`config.mk`:
```
export PLATFORM = sky130hd
export DESIGN_NAME = flash_eblk_sel
export DESIGN_NICKNAME = d
export VERILOG_FILES = /design/src/rtl/feb_pkg.sv /design/src/rtl/feb_regfile.sv /design/src/rtl/feb_ovl_ctl.sv /design/src/rtl/feb_decode.sv /design/src/rtl/flash_eblk_sel.sv
export SDC_FILE = /design/constraint.sdc
export NUM_CORES = 1
export LEC_CHECK = 0
export CAP_MARGIN = 20
export CORE_UTILIZATION = 58
export DETAILED_ROUTE_END_ITERATION = 8
export DONT_BUFFER_PORTS = 1
export PLACE_DENSITY = 0.76
export SYNTH_ARGS = -nofsm -noshare
export SYNTH_HDL_FRONTEND = slang
export SYNTH_SLANG_ARGS = --single-unit
```
`constraint.sdc`:
```
create_clock -name clk -period 4.5 [get_ports clk]
set_input_delay 0.225 -clock clk [delete_from_list [all_inputs] [get_ports clk]]
set_output_delay 0.225 -clock clk [all_outputs]
set_load 0.01 [all_outputs]
```
`src/rtl/feb_pkg.sv`:
```
package feb_pkg;
    localparam int LO_W     = 8;
    localparam int HI_W     = 4;
    localparam int NUM_BLK  = LO_W + HI_W;
    localparam int ADDR_W   = 18;
    localparam int DATA_W   = 16;
    localparam int OFS_W    = 2;
    localparam int SMALL_SZ = 'h1000;
    localparam int MID_BASE = 'h8000;
    localparam int BIG_SZ   = 'h10000;

    typedef enum logic [OFS_W-1:0] {
        OFS_EB_LO = 2'd0,
        OFS_EB_HI = 2'd1,
        OFS_OVL   = 2'd2,
        OFS_NONE  = 2'd3
    } reg_ofs_e;

    typedef struct packed {
        logic [HI_W-1:0] hi;
        logic [LO_W-1:0] lo;
    } eb_sel_t;

    typedef struct packed {
        logic [ADDR_W-1:0] first;
        logic [ADDR_W-1:0] last;
    } blk_range_t;

    function automatic blk_range_t blk_range(input int idx);
        int s;
        int e;
        if (idx < LO_W) begin
            s = idx * SMALL_SZ;
            e = s + SMALL_SZ - 1;
        end else if (idx == LO_W) begin
            s = MID_BASE;
            e = BIG_SZ - 1;
        end else begin
            s = (idx - LO_W) * BIG_SZ;
            e = s + BIG_SZ - 1;
        end
        return '{first: ADDR_W'(s), last: ADDR_W'(e)};
    endfunction
endpackage

```
`src/rtl/feb_regfile.sv`:
```
module feb_regfile
    import feb_pkg::*;
(
    input  logic              clk,
    input  logic              rst,
    input  logic              wr_lo,
    input  logic              wr_hi,
    input  logic [DATA_W-1:0] wdata,
    input  logic              wp_pin,
    input  logic              sw_en,
    output eb_sel_t           sel
);
    eb_sel_t cand;
    logic    hold_zero;

    assign hold_zero = wp_pin || !sw_en;

    always_comb begin
        cand = sel;
        if (wr_lo) cand.lo = wdata[LO_W-1:0];
        if (wr_hi) cand.hi = wdata[HI_W-1:0];
    end

    always_ff @(posedge clk) begin
        if (rst || hold_zero) begin
            sel <= '0;
        end else if (wr_lo || wr_hi) begin
            if ($countones(cand) > 1) sel <= '0;
            else                      sel <= cand;
        end
    end

    assert_sel_onehot0_R5: assert property (@(posedge clk) disable iff (rst)
        $onehot0(sel));
    assert_pin_clears_R3: assert property (@(posedge clk) disable iff (rst)
        wp_pin |=> (sel == '0));
    assert_swen_clears_R4: assert property (@(posedge clk) disable iff (rst)
        !sw_en |=> (sel == '0));
endmodule

```
`src/rtl/feb_ovl_ctl.sv`:
```
module feb_ovl_ctl
    import feb_pkg::*;
(
    input  logic              clk,
    input  logic              rst,
    input  logic              wr_ovl,
    input  logic [DATA_W-1:0] wdata,
    output logic              ovl_en
);
    always_ff @(posedge clk) begin
        if (rst)         ovl_en <= 1'b0;
        else if (wr_ovl) ovl_en <= wdata[0];
    end

    assert_ovl_hold_R6: assert property (@(posedge clk) disable iff (rst)
        !wr_ovl |=> $stable(ovl_en));
endmodule

```
`src/rtl/feb_decode.sv`:
```
module feb_decode
    import feb_pkg::*;
(
    input  logic              clk,
    input  logic              rst,
    input  eb_sel_t           sel,
    input  logic              ovl_en,
    input  logic              wp_pin,
    input  logic              sw_en,
    output logic [ADDR_W-1:0] blk_start,
    output logic [ADDR_W-1:0] blk_end,
    output logic              erase_en
);
    logic [NUM_BLK-1:0] flat;
    logic               single;
    logic [ADDR_W-1:0]  s_part [NUM_BLK];
    logic [ADDR_W-1:0]  e_part [NUM_BLK];

    assign flat   = sel;
    assign single = ($countones(flat) == 1);

    for (genvar i = 0; i < NUM_BLK; i++) begin : g_blk
        localparam blk_range_t RNG = blk_range(i);
        assign s_part[i] = flat[i] ? RNG.first : '0;
        assign e_part[i] = flat[i] ? RNG.last  : '0;
    end

    always_comb begin
        blk_start = '0;
        blk_end   = '0;
        for (int i = 0; i < NUM_BLK; i++) begin
            blk_start = blk_start | s_part[i];
            blk_end   = blk_end   | e_part[i];
        end
        if (!single) begin
            blk_start = '0;
            blk_end   = '0;
        end
    end

    assign erase_en = single && sw_en && !wp_pin && !ovl_en;

    assert_erase_gate_R7: assert property (@(posedge clk) disable iff (rst)
        erase_en |-> ($onehot(flat) && !ovl_en && sw_en && !wp_pin));
    assert_range_order_R8: assert property (@(posedge clk) disable iff (rst)
        single |-> (blk_start < blk_end));
    assert_range_zero_R9: assert property (@(posedge clk) disable iff (rst)
        (flat == '0) |-> (blk_start == '0 && blk_end == '0));
endmodule

```
`src/rtl/flash_eblk_sel.sv`:
```
module flash_eblk_sel
    import feb_pkg::*;
(
    input  logic              clk,
    input  logic              rst,
    input  logic [1:0]        bus_addr,
    input  logic              bus_we,
    input  logic [15:0]       bus_wdata,
    output logic [15:0]       bus_rdata,
    input  logic              wp_pin,
    input  logic              sw_en,
    output logic [11:0]       blk_sel,
    output logic [17:0]       blk_start,
    output logic [17:0]       blk_end,
    output logic              pe_protect,
    output logic              erase_en
);
    reg_ofs_e ofs;
    eb_sel_t  sel;
    logic     ovl_en;

    assign ofs = reg_ofs_e'(bus_addr);

    feb_regfile u_regs (
        .clk    (clk),
        .rst    (rst),
        .wr_lo  (bus_we && ofs == OFS_EB_LO),
        .wr_hi  (bus_we && ofs == OFS_EB_HI),
        .wdata  (bus_wdata),
        .wp_pin (wp_pin),
        .sw_en  (sw_en),
        .sel    (sel)
    );

    feb_ovl_ctl u_ovl (
        .clk    (clk),
        .rst    (rst),
        .wr_ovl (bus_we && ofs == OFS_OVL),
        .wdata  (bus_wdata),
        .ovl_en (ovl_en)
    );

    feb_decode u_dec (
        .clk       (clk),
        .rst       (rst),
        .sel       (sel),
        .ovl_en    (ovl_en),
        .wp_pin    (wp_pin),
        .sw_en     (sw_en),
        .blk_start (blk_start),
        .blk_end   (blk_end),
        .erase_en  (erase_en)
    );

    always_comb begin
        unique case (ofs)
            OFS_EB_LO: bus_rdata = {{(DATA_W-LO_W){1'b0}}, sel.lo};
            OFS_EB_HI: bus_rdata = {{(DATA_W-HI_W){1'b0}}, sel.hi};
            OFS_OVL:   bus_rdata = {{(DATA_W-1){1'b0}}, ovl_en};
            default:   bus_rdata = '0;
        endcase
    end

    assign blk_sel    = sel;
    assign pe_protect = ovl_en;

    assert_protect_blocks_erase_R6: assert property (@(posedge clk) disable iff (rst)
        pe_protect |-> !erase_en);
endmodule

```
==> summary.txt, run 1 <==
Floorplan
  • Core area: around 0.0031 mm²
  • Initial core utilization: between 60% and 70%
  • Standard-cell rows: 20
  • Die height: 58.87 µm
  • Die Wd: between 50 and 60 µm
  • Die ar.: about 0.0035 mm²
  • # IOs: 89

Cells and area
  • Syn-to-layout area delta: 4.136%
  • Layout cells sized above 1: between 20% and 30%
  • Nets: 296
  • Inserted Diodes: 0

Detailed routing
  • # DRC: 0
  • Final ANT Viol Nets: 0
  • Routed wl met2: 2008 µm
  • Vias: between 1000 and 1500
  • DR WL met3: 248 µm
  • Vias/cell: a little over 5
  • Initial DRT Pass Iterations: 4
  • WL/cell: roughly 14 µm
  • Initial DRC count: between 50 and 60
  • Routed metal-1 wire length: 1686 µm
  • Final WL: 3993 µm
  • Top Layer Used: met4

Synth
  • EDFF count, synth: 0
  • Post-Synth XOR/XNOR Area: 0%
  • Syn. warnings: 0
  • Area fraction in and, or, nand and nor cells after synthesis: a little over an eighth
  • Post-synth cell types: 33
  • Ys async rst share: 0%
  • Synth Cell Area: ~0.0019 mm²
  • Main combinational cell family by area after synthesis: adder cells
  • Post-synthesis sequential area ratio: between 10 and 15%
  • Synthesized area per cell: between 8 and 9 µm²
  • Post-synthesis adder-cell area fraction: between 30% and 40%
  • Top_reg_cell synth: dfxtp_1
  • Multiplexer share of the synthesized area: 5.937%
  • Synth Area in Compound Gates: roughly a tenth
  • Synth Register Bits: 13
  • Cells after synthesis: 231

Power
  • VDD IR max: between 0.00007 and 0.00008 V
  • Pwr Density: between 100 and 150 mW/mm²
  • Leakage: around 1.0 nW
  • Overall power: between 0.2 and 0.25 mW

CTS
  • Clock Tree Buf Depth: 2
  • Skew-Pair Late Insertion Delay: between 0.2 and 0.3 ns
  • Clock slew at reported path FFs: roughly 0.080 ns
  • CTS hold repair buffers: 0
  • CTS Buf Count: 3
  • Clk root buf: clkbuf_4
  • # H-tree levels: 1
  • TritonCTS clock tree: yes
  • Num Clock Sinks: 13

Worst setup path
  • CP Capture Type: output port
  • Arrival @ worst endpoint: between 4 and 5 ns
  • Critical Path RT: roughly 4.3 ns
  • Critical path class: reg -> out
  • CP Launch Type: flop
  • Crit-path max FO: 12

Timing
  • Worst Clk Skew: between 0.002 and 0.0025 ns
  • Min Clock Period, post-route: approximately 4.3 ns
  • Fmax: 230.1 MHz
  • Max-slew violations: 0
  • Fin Hold WS: around 0.0021 ns
  • Final Hold Vio Count: 0
  • Period utilization: 96.59%
  • Final setup fails: 0

GRT
  • Global-route wire length before repair: ~6100 µm
  • Tot GR Track Use: 24.06%
  • Largest net degree at the start of global routing: 13
  • Vias in the first global route: between 1000 and 1500
  • Initial antenna violation count: 0
  • Grt ovf: 0

Place
  • Port Buffers: 0
  • Placer Congestion: 0.8295
  • Post-DP HPWL: between 3000 and 4000 µm

Hold path
  • Min-delay worst type: in -> reg

Run
  • Max-cap violations: 0

Status
  • Status: finished clean
==> flip-flops by register name, summed over array words and instances (netlist names) <==
register      count
u_regs.sel       12
u_ovl.ovl_en      1
==> cells in the mapped netlist, types with 2 or more instances <==
cell type	n	area share, %
o21ai_0	7	1.9
a21oi_2	4	1.9
o21ai_1	6	1.6
a31oi_1	3	1.0
mux2i_1	10	5.3
ha_1	25	17
buf_2	2	0.53
nor2_1	16	3.2
buf_6	3	1.8
a21oi_1	8	2.1
nor3_1	5	1.3
inv_1	47	9.4
fa_1	14	15
and2_1	2	0.67
buf_4	33	13
nand2_1	17	3.4
dfxtp_1	13	14
==> timing repair <==
| action | in CTS | in global routing |
|---|---|---|
| pin swaps | 2 | 6 |
| hold endpoints to repair | 0 | 0 |
| setup buffers | 0 | 1 |
| cloned | 1 | 0 |
| endpoints found under the setup margin | 21 | 25 |
| resized for setup | 3 | 19 |
==> final cells by class <==
type | instances | area [µm²]
inverter | 47 | 176.4
clock buffer | 4 | 26.28
sequential | 13 | 267.8
tap | 44 | 55.05
timing repair buffer | 18 | 148.9
multi-input combinational | 151 | 1279
fill | 278 | 1100
==> placed cells by master (no fill, tap or decap), types with 2 or more instances in the layout <==
cell       n
inv_2      7
clkbuf_4   3
o21ai_1    6
nor2_1    16
ha_1      23
nand2_1   16
nor3_1     5
dfxtp_2    6
conb_1    20
a21oi_2    4
mux2i_1   10
a31oi_1    2
buf_4     15
fa_1      13
a21oi_1    8
inv_1     40
o21ai_0    7
dfxtp_1    7
and2_1     2
==> power by group <==
part           switching, mW  internal (mW)
Combinational         0.0293         0.0172
Clock                 0.0397         0.0344
Sequential          0.000700          0.115
==> final timing paths <==
| kind | startpoint | endpoint | slack (ns) | depth (start not counted) |
|---|---|---|---|---|
| max | u_regs.sel[11]$_SDFFE_PP0P_ | blk_end[2] | 0.15 | 14 |
| min | rst | u_ovl.ovl_en$_SDFFE_PP0P_ | 0.002 | 1 |
| max reg2reg | u_regs.sel[10]$_SDFFE_PP0P_ | u_regs.sel[10]$_SDFFE_PP0P_ | 0.44 | 15 |
| min reg2reg | u_ovl.ovl_en$_SDFFE_PP0P_ | u_ovl.ovl_en$_SDFFE_PP0P_ | 0.53 | 2 |
==> routing by layer <==
metal	up-vias	global-route usage, %
met1	659	29.26
li1	679	-
met3	6	5.055
met2	73	42.53
met5	-	0
met4	0	7.143
==> cells by family after synthesis <==
group | Yosys count
other cells | 1
buf+inv | 86
simple gates | 50
compound gates | 31
mux | 11
fa+ha+maj | 39
flops | 13
==> per-stage QoR <==
stage / cell area, µm² / setup slack [ns] / util [%] / cells / setup TNS, ns
after floorplan: 1954 / 0.2109 / - / 250 / 0
after global placement: 1857 / 0.2961 / 60.82 / 271 / 0
after detailed placement: 1857 / 0.2471 / 60.82 / 271 / 0
after CTS: 1901 / 0.004987 / 62.25 / 276 / 0
after global routing: 1953 / -0.01330 / 63.98 / 277 / -0.1546
final: 1953 / 0.1535 / 63.98 / 277 / 0
==> worst max-delay path: stages (launching register included) <==
cell and delay, ns:
dfxtp_2 0.35, inv_2 0.06, ha_1 0.27, inv_1 0.05, fa_1 0.52, inv_2 0.04
fa_1 0.45, fa_1 0.50, ha_2 0.18, inv_2 0.05, fa_2 0.55, nor4bb_4 0.22
nand2_2 0.16, a41oi_4 0.23, buf_12 0.22
Power figures use the tool's default switching activity.
==> inputs of run 2 (changes only) <==
Clock period 4.5 ns to 3.55 ns, I/O delays scaled along.
==> run 2 against run 1 <==
The flow now finishes with violations (setup timing). Sequential share of layout area shrank 2.6 points. Clock-buffer cell count unchanged. Critical path depth grew 1. Global-route usage rose by 6.7 points. First-iteration DRC count fell by 28%. Via count grew 14%. Critical endpoint is now erase_en.
==> summary.txt, run 2 (synthesis gave the netlist of run 1 again) <==
Place
  • Area after DPL: 0.002255 mm² (+21%)
  • Placed cell count: 300 (+11%)
  • Post-DP HPWL: 3799 µm (+19%)
  • Placer Congestion: 0.8872 (+7.0%)
  • Port Buffers: 0 (unchanged)

GRT
  • Tot GR Track Use: 30.78% (+6.7 points)
  • Initial antenna violation count: 0 (unchanged)
  • Vias in the first global route: 1575 (+16%)
  • Largest net degree at the start of global routing: 13 (unchanged)
  • Global-route wire length before repair: 7741 µm (+27%)
  • Grt ovf: 0 (unchanged)

Detailed routing
  • Final WL: 5079 µm (+27%)
  • Routed metal-1 wire length: 1914 µm (+14%)
  • Initial DRC count: 39 (-28%)
  • Vias: 1614 (+14%)
  • Top Layer Used: met4
  • DR WL met3: 280 µm (+13%)
  • # DRC: 0 (unchanged)
  • Routed wl met2: 2789 µm (+39%)
  • WL/cell: 16.12 µm (+12%)
  • Final ANT Viol Nets: 0 (unchanged)
  • Initial DRT Pass Iterations: 4 (unchanged)
  • Vias/cell: 5.124 (+0.16%)

Floorplan
  • Standard-cell rows: 20 (unchanged)
  • Core area: 0.003053 mm² (unchanged)
  • Initial core utilization: 61.43% (unchanged)
  • Die ar.: 0.003465 mm² (unchanged)
  • Die Wd: 58.87 µm (unchanged)
  • Die height: 58.87 µm (unchanged)
  • # IOs: 89 (unchanged)

Cells and area
  • Multi-input gate area: 0.001551 mm² (+21%)
  • Finished layout cell area: 0.002536 mm² (+30%)
  • Most flops, register: u_regs.sel
  • Utilization after layout: 83.07% (+19 points)
  • Cell Count, Final, Fillers Out: 315 (+14%)
  • Largest regs: u_regs.sel: 12 flops, u_ovl.ovl_en: 1 flops
  • Most common cell after layout, fill and taps aside: buf_4
  • Most frequent cells in the layout: buf_4, inv_1, conb_1, ha_1, nand2_1
  • Max reg flops: 12 (unchanged)
  • Syn-to-layout area delta: 35.22%
  • Reg area: 282.8 µm² (+5.6%)
  • Inserted Diodes: 0 (unchanged)
  • Layout cells sized above 1: 44.65% (+23 points)
  • Filler Cell Count: 195 (-30%)
  • Nets: 334 (+13%)

Worst setup path
  • Crit-path cells: inv_4 -> ha_4 -> inv_2 -> fa_1 -> inv_2 -> fa_1 -> fa_1 -> ha_2 -> inv_2 -> fa_2 -> nor4bb_4 -> nand2_2 -> buf_4 -> nor3_2 -> buf_4
  • Critical path class: reg -> out
  • CP Capture Type: output port
  • CP Launch Type: flop
  • WP buf/inv: 6 (+1)
  • Crit-path max FO: 3 (-9)
  • Max stage delay on crit path: 0.54 ns (about the same)
  • Crit-path slowest cell: fa_1
  • Critical Path RT: 3.37 ns (-0.91 ns)
  • Family with the most delay on the worst path: adder cells
  • Arrival @ worst endpoint: 4.06 ns (-0.06 ns)

Run
  • Max-cap violations: 0 (unchanged)

Timing
  • Period utilization: 119.5%
  • Slew @ Worst Pin: approximately 0.8 ns
  • Final Hold Vio Count: 0 (unchanged)
  • Worst Clk Skew: 0.003162 ns (+0.0009884 ns)
  • Final setup margin: -0.6905 ns (-0.8441 ns)
  • Unrepaired setup endpoints after global routing: true
  • Fmax: 235.8 MHz
  • Max-slew violations: 0 (unchanged)
  • Final setup fails: 37 (+37)
  • Max_slew headroom: ~46%
  • Min Clock Period, post-route: ~4.2 ns

Status
  • Failing checks: setup timing
  • Status: complete, but fails checks

Power
  • Leakage: 1.184 nW (+17%)
  • VDD IR max: 0.0001561 V (+120%)
  • Pwr Density: 131.3 mW/mm² (+8.3%)
  • Overall power: 0.3330 mW (+41%)

CTS
  • Skew-Pair Late Insertion Delay: 0.29 ns (about the same)
  • # H-tree levels: 1 (unchanged)
  • TritonCTS clock tree: yes
  • Clock Tree Buf Depth: 2 (unchanged)
  • Num Clock Sinks: 13 (unchanged)
  • CTS Buf Count: 3 (unchanged)
  • Clk root buf: clkbuf_4
  • Clock slew at reported path FFs: 0.09 ns (about the same)

Hold path
  • Min-delay worst type: in -> reg
[run 2: changes by cell type in the layout (fill, tap and decap cells not counted), moves of 5 or more]
cell,change
dfxtp_4,+6
mux2i_1,-6
inv_1,-5
buf_4,+34
dfxtp_2,-6
o21ai_0,-6
[run 2: cell type report]
type,count,area share [%]
clock buffers,4,1.036
well taps,44,2.171
repair buffers,55,17.22
flip-flops and latches,13,11.15
multi-input cells,152,61.17
inverters,47,7.252
[run 2: worst paths after layout]
check	from	cells past startpoint	slack [ns]	to
max reg2reg	u_regs.sel[6]$_SDFFE_PP0P_	13	-0.39	u_regs.sel[10]$_SDFFE_PP0P_
max	u_regs.sel[1]$_SDFFE_PP0P_	15	-0.69	erase_en
min reg2reg	u_ovl.ovl_en$_SDFFE_PP0P_	2	0.56	u_ovl.ovl_en$_SDFFE_PP0P_
min	bus_wdata[0]	2	0.03	u_ovl.ovl_en$_SDFFE_PP0P_
[run 2: what timing repair did]
item,4_1_cts,5_1_grt
gates cloned,1,0
resized for setup,16,18
setup endpoints to repair,37,37
hold buffers,1,0
hold endpoints to repair,1,0
setup buffers,8,1
pin swaps,4,10
[run 2: where the power goes]
part / internal [mW] / switching (mW)
registers: 0.142 / 0.00102
logic: 0.0383 / 0.0545
clock network: 0.0437 / 0.0535
total: 0.224 / 0.109
[run 2: layer usage]
| metal | global-route usage, % | up-vias |
|---|---|---|
| li1 | - | 767 |
| met1 | 35.68 | 785 |
| met2 | 57.79 | 52 |
| met3 | 3.956 | 10 |
| met4 | 10.20 | 0 |
| met5 | 0 | - |
[run 2: metrics by stage]
step / setup WS, ns / hold slack, ns / TNS [ns]
2_1_floorplan: -0.4662 / 0.2466 / -12.12
3_3_place_gp: -0.3984 / 0.2495 / -12.06
3_5_place_dp: -0.4692 / 0.2509 / -14.11
4_1_cts: -0.7019 / 0.03838 / -20.04
5_1_grt: -0.7927 / 0.03868 / -25.03
6_report: -0.6905 / 0.03125 / -20.35
==> inputs of run 3 (changes only) <==
Settings changed: CORE_UTILIZATION 58 to 60.
Clock period 3.55 ns to 5.3 ns, I/O delays scaled along.
==> run 3 against run 2 <==
The flow finishes with violations (DRC). Setup slack improved by 1.1 ns. Total power down 40%. Non-clock buffer count is 50 lower. Largest cell class unchanged. Highest routed layer unchanged.
==> summary.txt, run 3 (synthesis gave the netlist of run 1 again) <==
Floorplan
  • Die Wd: 57.91 µm (-1.6%)
  • Core area: 0.002853 mm² (-6.6%)
  • Die ar.: 0.003354 mm² (-3.2%)
  • # IOs: 89 (unchanged)
  • Initial core utilization: 65.75% (+4.3 points)
  • Standard-cell rows: 19 (-5.0%)
  • Die height: 57.91 µm (-1.6%)

CTS
  • CTS hold repair buffers: 0 (-1)
  • CTS Buf Count: 3 (unchanged)
  • Num Clock Sinks: 13 (unchanged)
  • Clock Tree Buf Depth: 2 (unchanged)
  • Clk root buf: clkbuf_4
  • Skew-Pair Late Insertion Delay: 0.28 ns (about the same)
  • Post-CTS Resized: 0 (-16)
  • Clock slew at reported path FFs: 0.09 ns (about the same)
  • Post-CTS Setup Inserts: 0 (-8)
  • TritonCTS clock tree: yes
  • # H-tree levels: 1 (unchanged)

GRT
  • Initial antenna violation count: 0 (unchanged)
  • Largest net degree at the start of global routing: 13 (unchanged)
  • Tot GR Track Use: 23.86% (-6.9 points)
  • Vias in the first global route: 1320 (-16%)
  • Grt ovf: 0 (unchanged)
  • Global-route wire length before repair: 6051 µm (-22%)

Worst setup path
  • Critical path class: reg -> out
  • Critical Path RT: 5.04 ns (+1.67 ns)
  • Worst setup path start: u_regs.sel[10]$_SDFFE_PP0P_
  • FF-to-FF setup slack: 0.80 ns (+1.19 ns)
  • Worst r2r src: u_regs.sel[11]$_SDFFE_PP0P_
  • Crit-path max FO: 12 (+9)
  • CP Launch Type: flop
  • Arrival @ worst endpoint: 4.62 ns (+0.56 ns)
  • R2R cell count: 14 (+1)
  • CP Capture Type: output port
  • R2R Path End: u_regs.sel[11]$_SDFFE_PP0P_

Timing
  • Max-slew violations: 0 (unchanged)
  • Fin Hold WS: 0.04727 ns (+0.01602 ns)
  • Fin Setup TNS: 0 ns (+20.35 ns)
  • Final setup margin: 0.4134 ns (+1.104 ns)
  • Min Clock Period, post-route: 4.887 ns
  • Fmax: 204.6 MHz
  • Slew @ Worst Pin: 1.001 ns (+0.1977 ns)
  • Unrepaired setup endpoints after global routing: false
  • Max_slew headroom: 33.19% (-13 points)
  • Final Hold Vio Count: 0 (unchanged)
  • Worst Clk Skew: 0.008778 ns (+0.005616 ns)
  • Final setup fails: 0 (-100%)
  • Period utilization: 92.20%

Cells and area
  • Layout cells sized above 1: 7.727% (-37 points)
  • Most flops, register: u_regs.sel
  • Largest regs: u_regs.sel: 12 flops, u_ovl.ovl_en: 1 flops
  • Inserted Diodes: 0 (unchanged)
  • Most frequent cells in the layout: inv_1, ha_1, conb_1, nand2_1, nor2_1
  • Most common cell after layout, fill and taps aside: inv_1
  • Nets: 283 (-15%)
  • Syn-to-layout area delta: -5.537%
  • Max reg flops: 12 (unchanged)

Detailed routing
  • Final WL: 3631 µm (-29%)
  • Vias: 1343 (-17%)
  • Initial DRT Pass Iterations: 9 (+5)
  • Initial DRC count: 70 (+79%)
  • Final ANT Viol Nets: 0 (unchanged)
  • WL/cell: 14.47 µm (-10%)
  • # DRC: 9 (+9)
  • Vias/cell: 5.351 (+4.4%)

Power
  • Overall power: 0.2010 mW (-40%)
  • Pwr Density: 113.5 mW/mm² (-14%)
  • Leakage: 0.9345 nW (-21%)
  • VDD IR max: 0.00004677 V (-70%)

Place
  • Place WS: 0.5478 ns (+1.017 ns)
  • Post-DP HPWL: 3003 µm (-21%)
  • Placer Congestion: 0.8296 (-6.5%)
  • Port Buffers: 0 (unchanged)

Status
  • Status: complete, but fails checks
  • Failing checks: DRC

Hold path
  • Min-delay worst type: in -> reg
  • Critical hold path startpoint: rst
  • Worst min-delay path endpoint: u_ovl.ovl_en$_SDFFE_PP0P_
  • Hold-critical path depth: 1 (-1)

Run
  • Max-cap violations: 0 (unchanged)
-- run 3: cell type report --
cell class / count / area [µm²]
fillers: 261 / 1081
well taps: 31 / 38.79
clock buffers: 4 / 26.28
multi-input cells: 151 / 1232
repair buffers: 5 / 37.54
flip-flops and latches: 13 / 260.3
inverters: 47 / 176.4
-- run 3: worst max path at each step --
stage	endpoint	slack [ns]	cells after the start
floorplan	blk_end[10]	0.72	14
global placement	u_regs.sel[8]$_SDFFE_PP0P_	0.56	15
detailed placement	u_regs.sel[11]$_SDFFE_PP0P_	0.55	15
CTS	blk_end[11]	0.40	14
global route	blk_end[11]	0.15	15
finish	blk_end[11]	0.41	14
-- run 3: critical path, stage by stage (launching register included) --
cell      delay, ns
dfxtp_1        0.55
inv_1          0.11
ha_1           0.29
inv_1          0.05
fa_1           0.50
inv_1          0.06
fa_1           0.47
fa_1           0.52
ha_1           0.18
inv_1          0.06
fa_1           0.49
nor4bb_1       0.28
nand2_1        0.21
a41oi_4        0.21
buf_4          0.36
-- run 3: stage by stage --
step                      std cells  cell area, µm²  utilization (%)
after floorplan                 250            1947                -
after global placement          247            1745            61.18
after detailed placement        247            1745            61.18
after CTS                       251            1772            62.11
after global routing            251            1772            62.11
final                           251            1772            62.11
-- run 3: power by group --
| part | switching [mW] | leakage, nW | internal [mW] |
|---|---|---|---|
| Sequential | 0.000841 | 0.105 | 0.0980 |
| Combinational | 0.0240 | 0.815 | 0.0133 |
| Clock | 0.0357 | 0.0150 | 0.0292 |
| Total | 0.0605 | 0.935 | 0.141 |
-- run 3: metal layers --
layer,vias to the layer above,global-route usage [%],part of all wire (%)
li1,654,-,-
met1,632,30.13,44
met2,55,42.53,49
met3,2,3.795,6.3
met4,0,5.782,0.52
met5,-,0,0
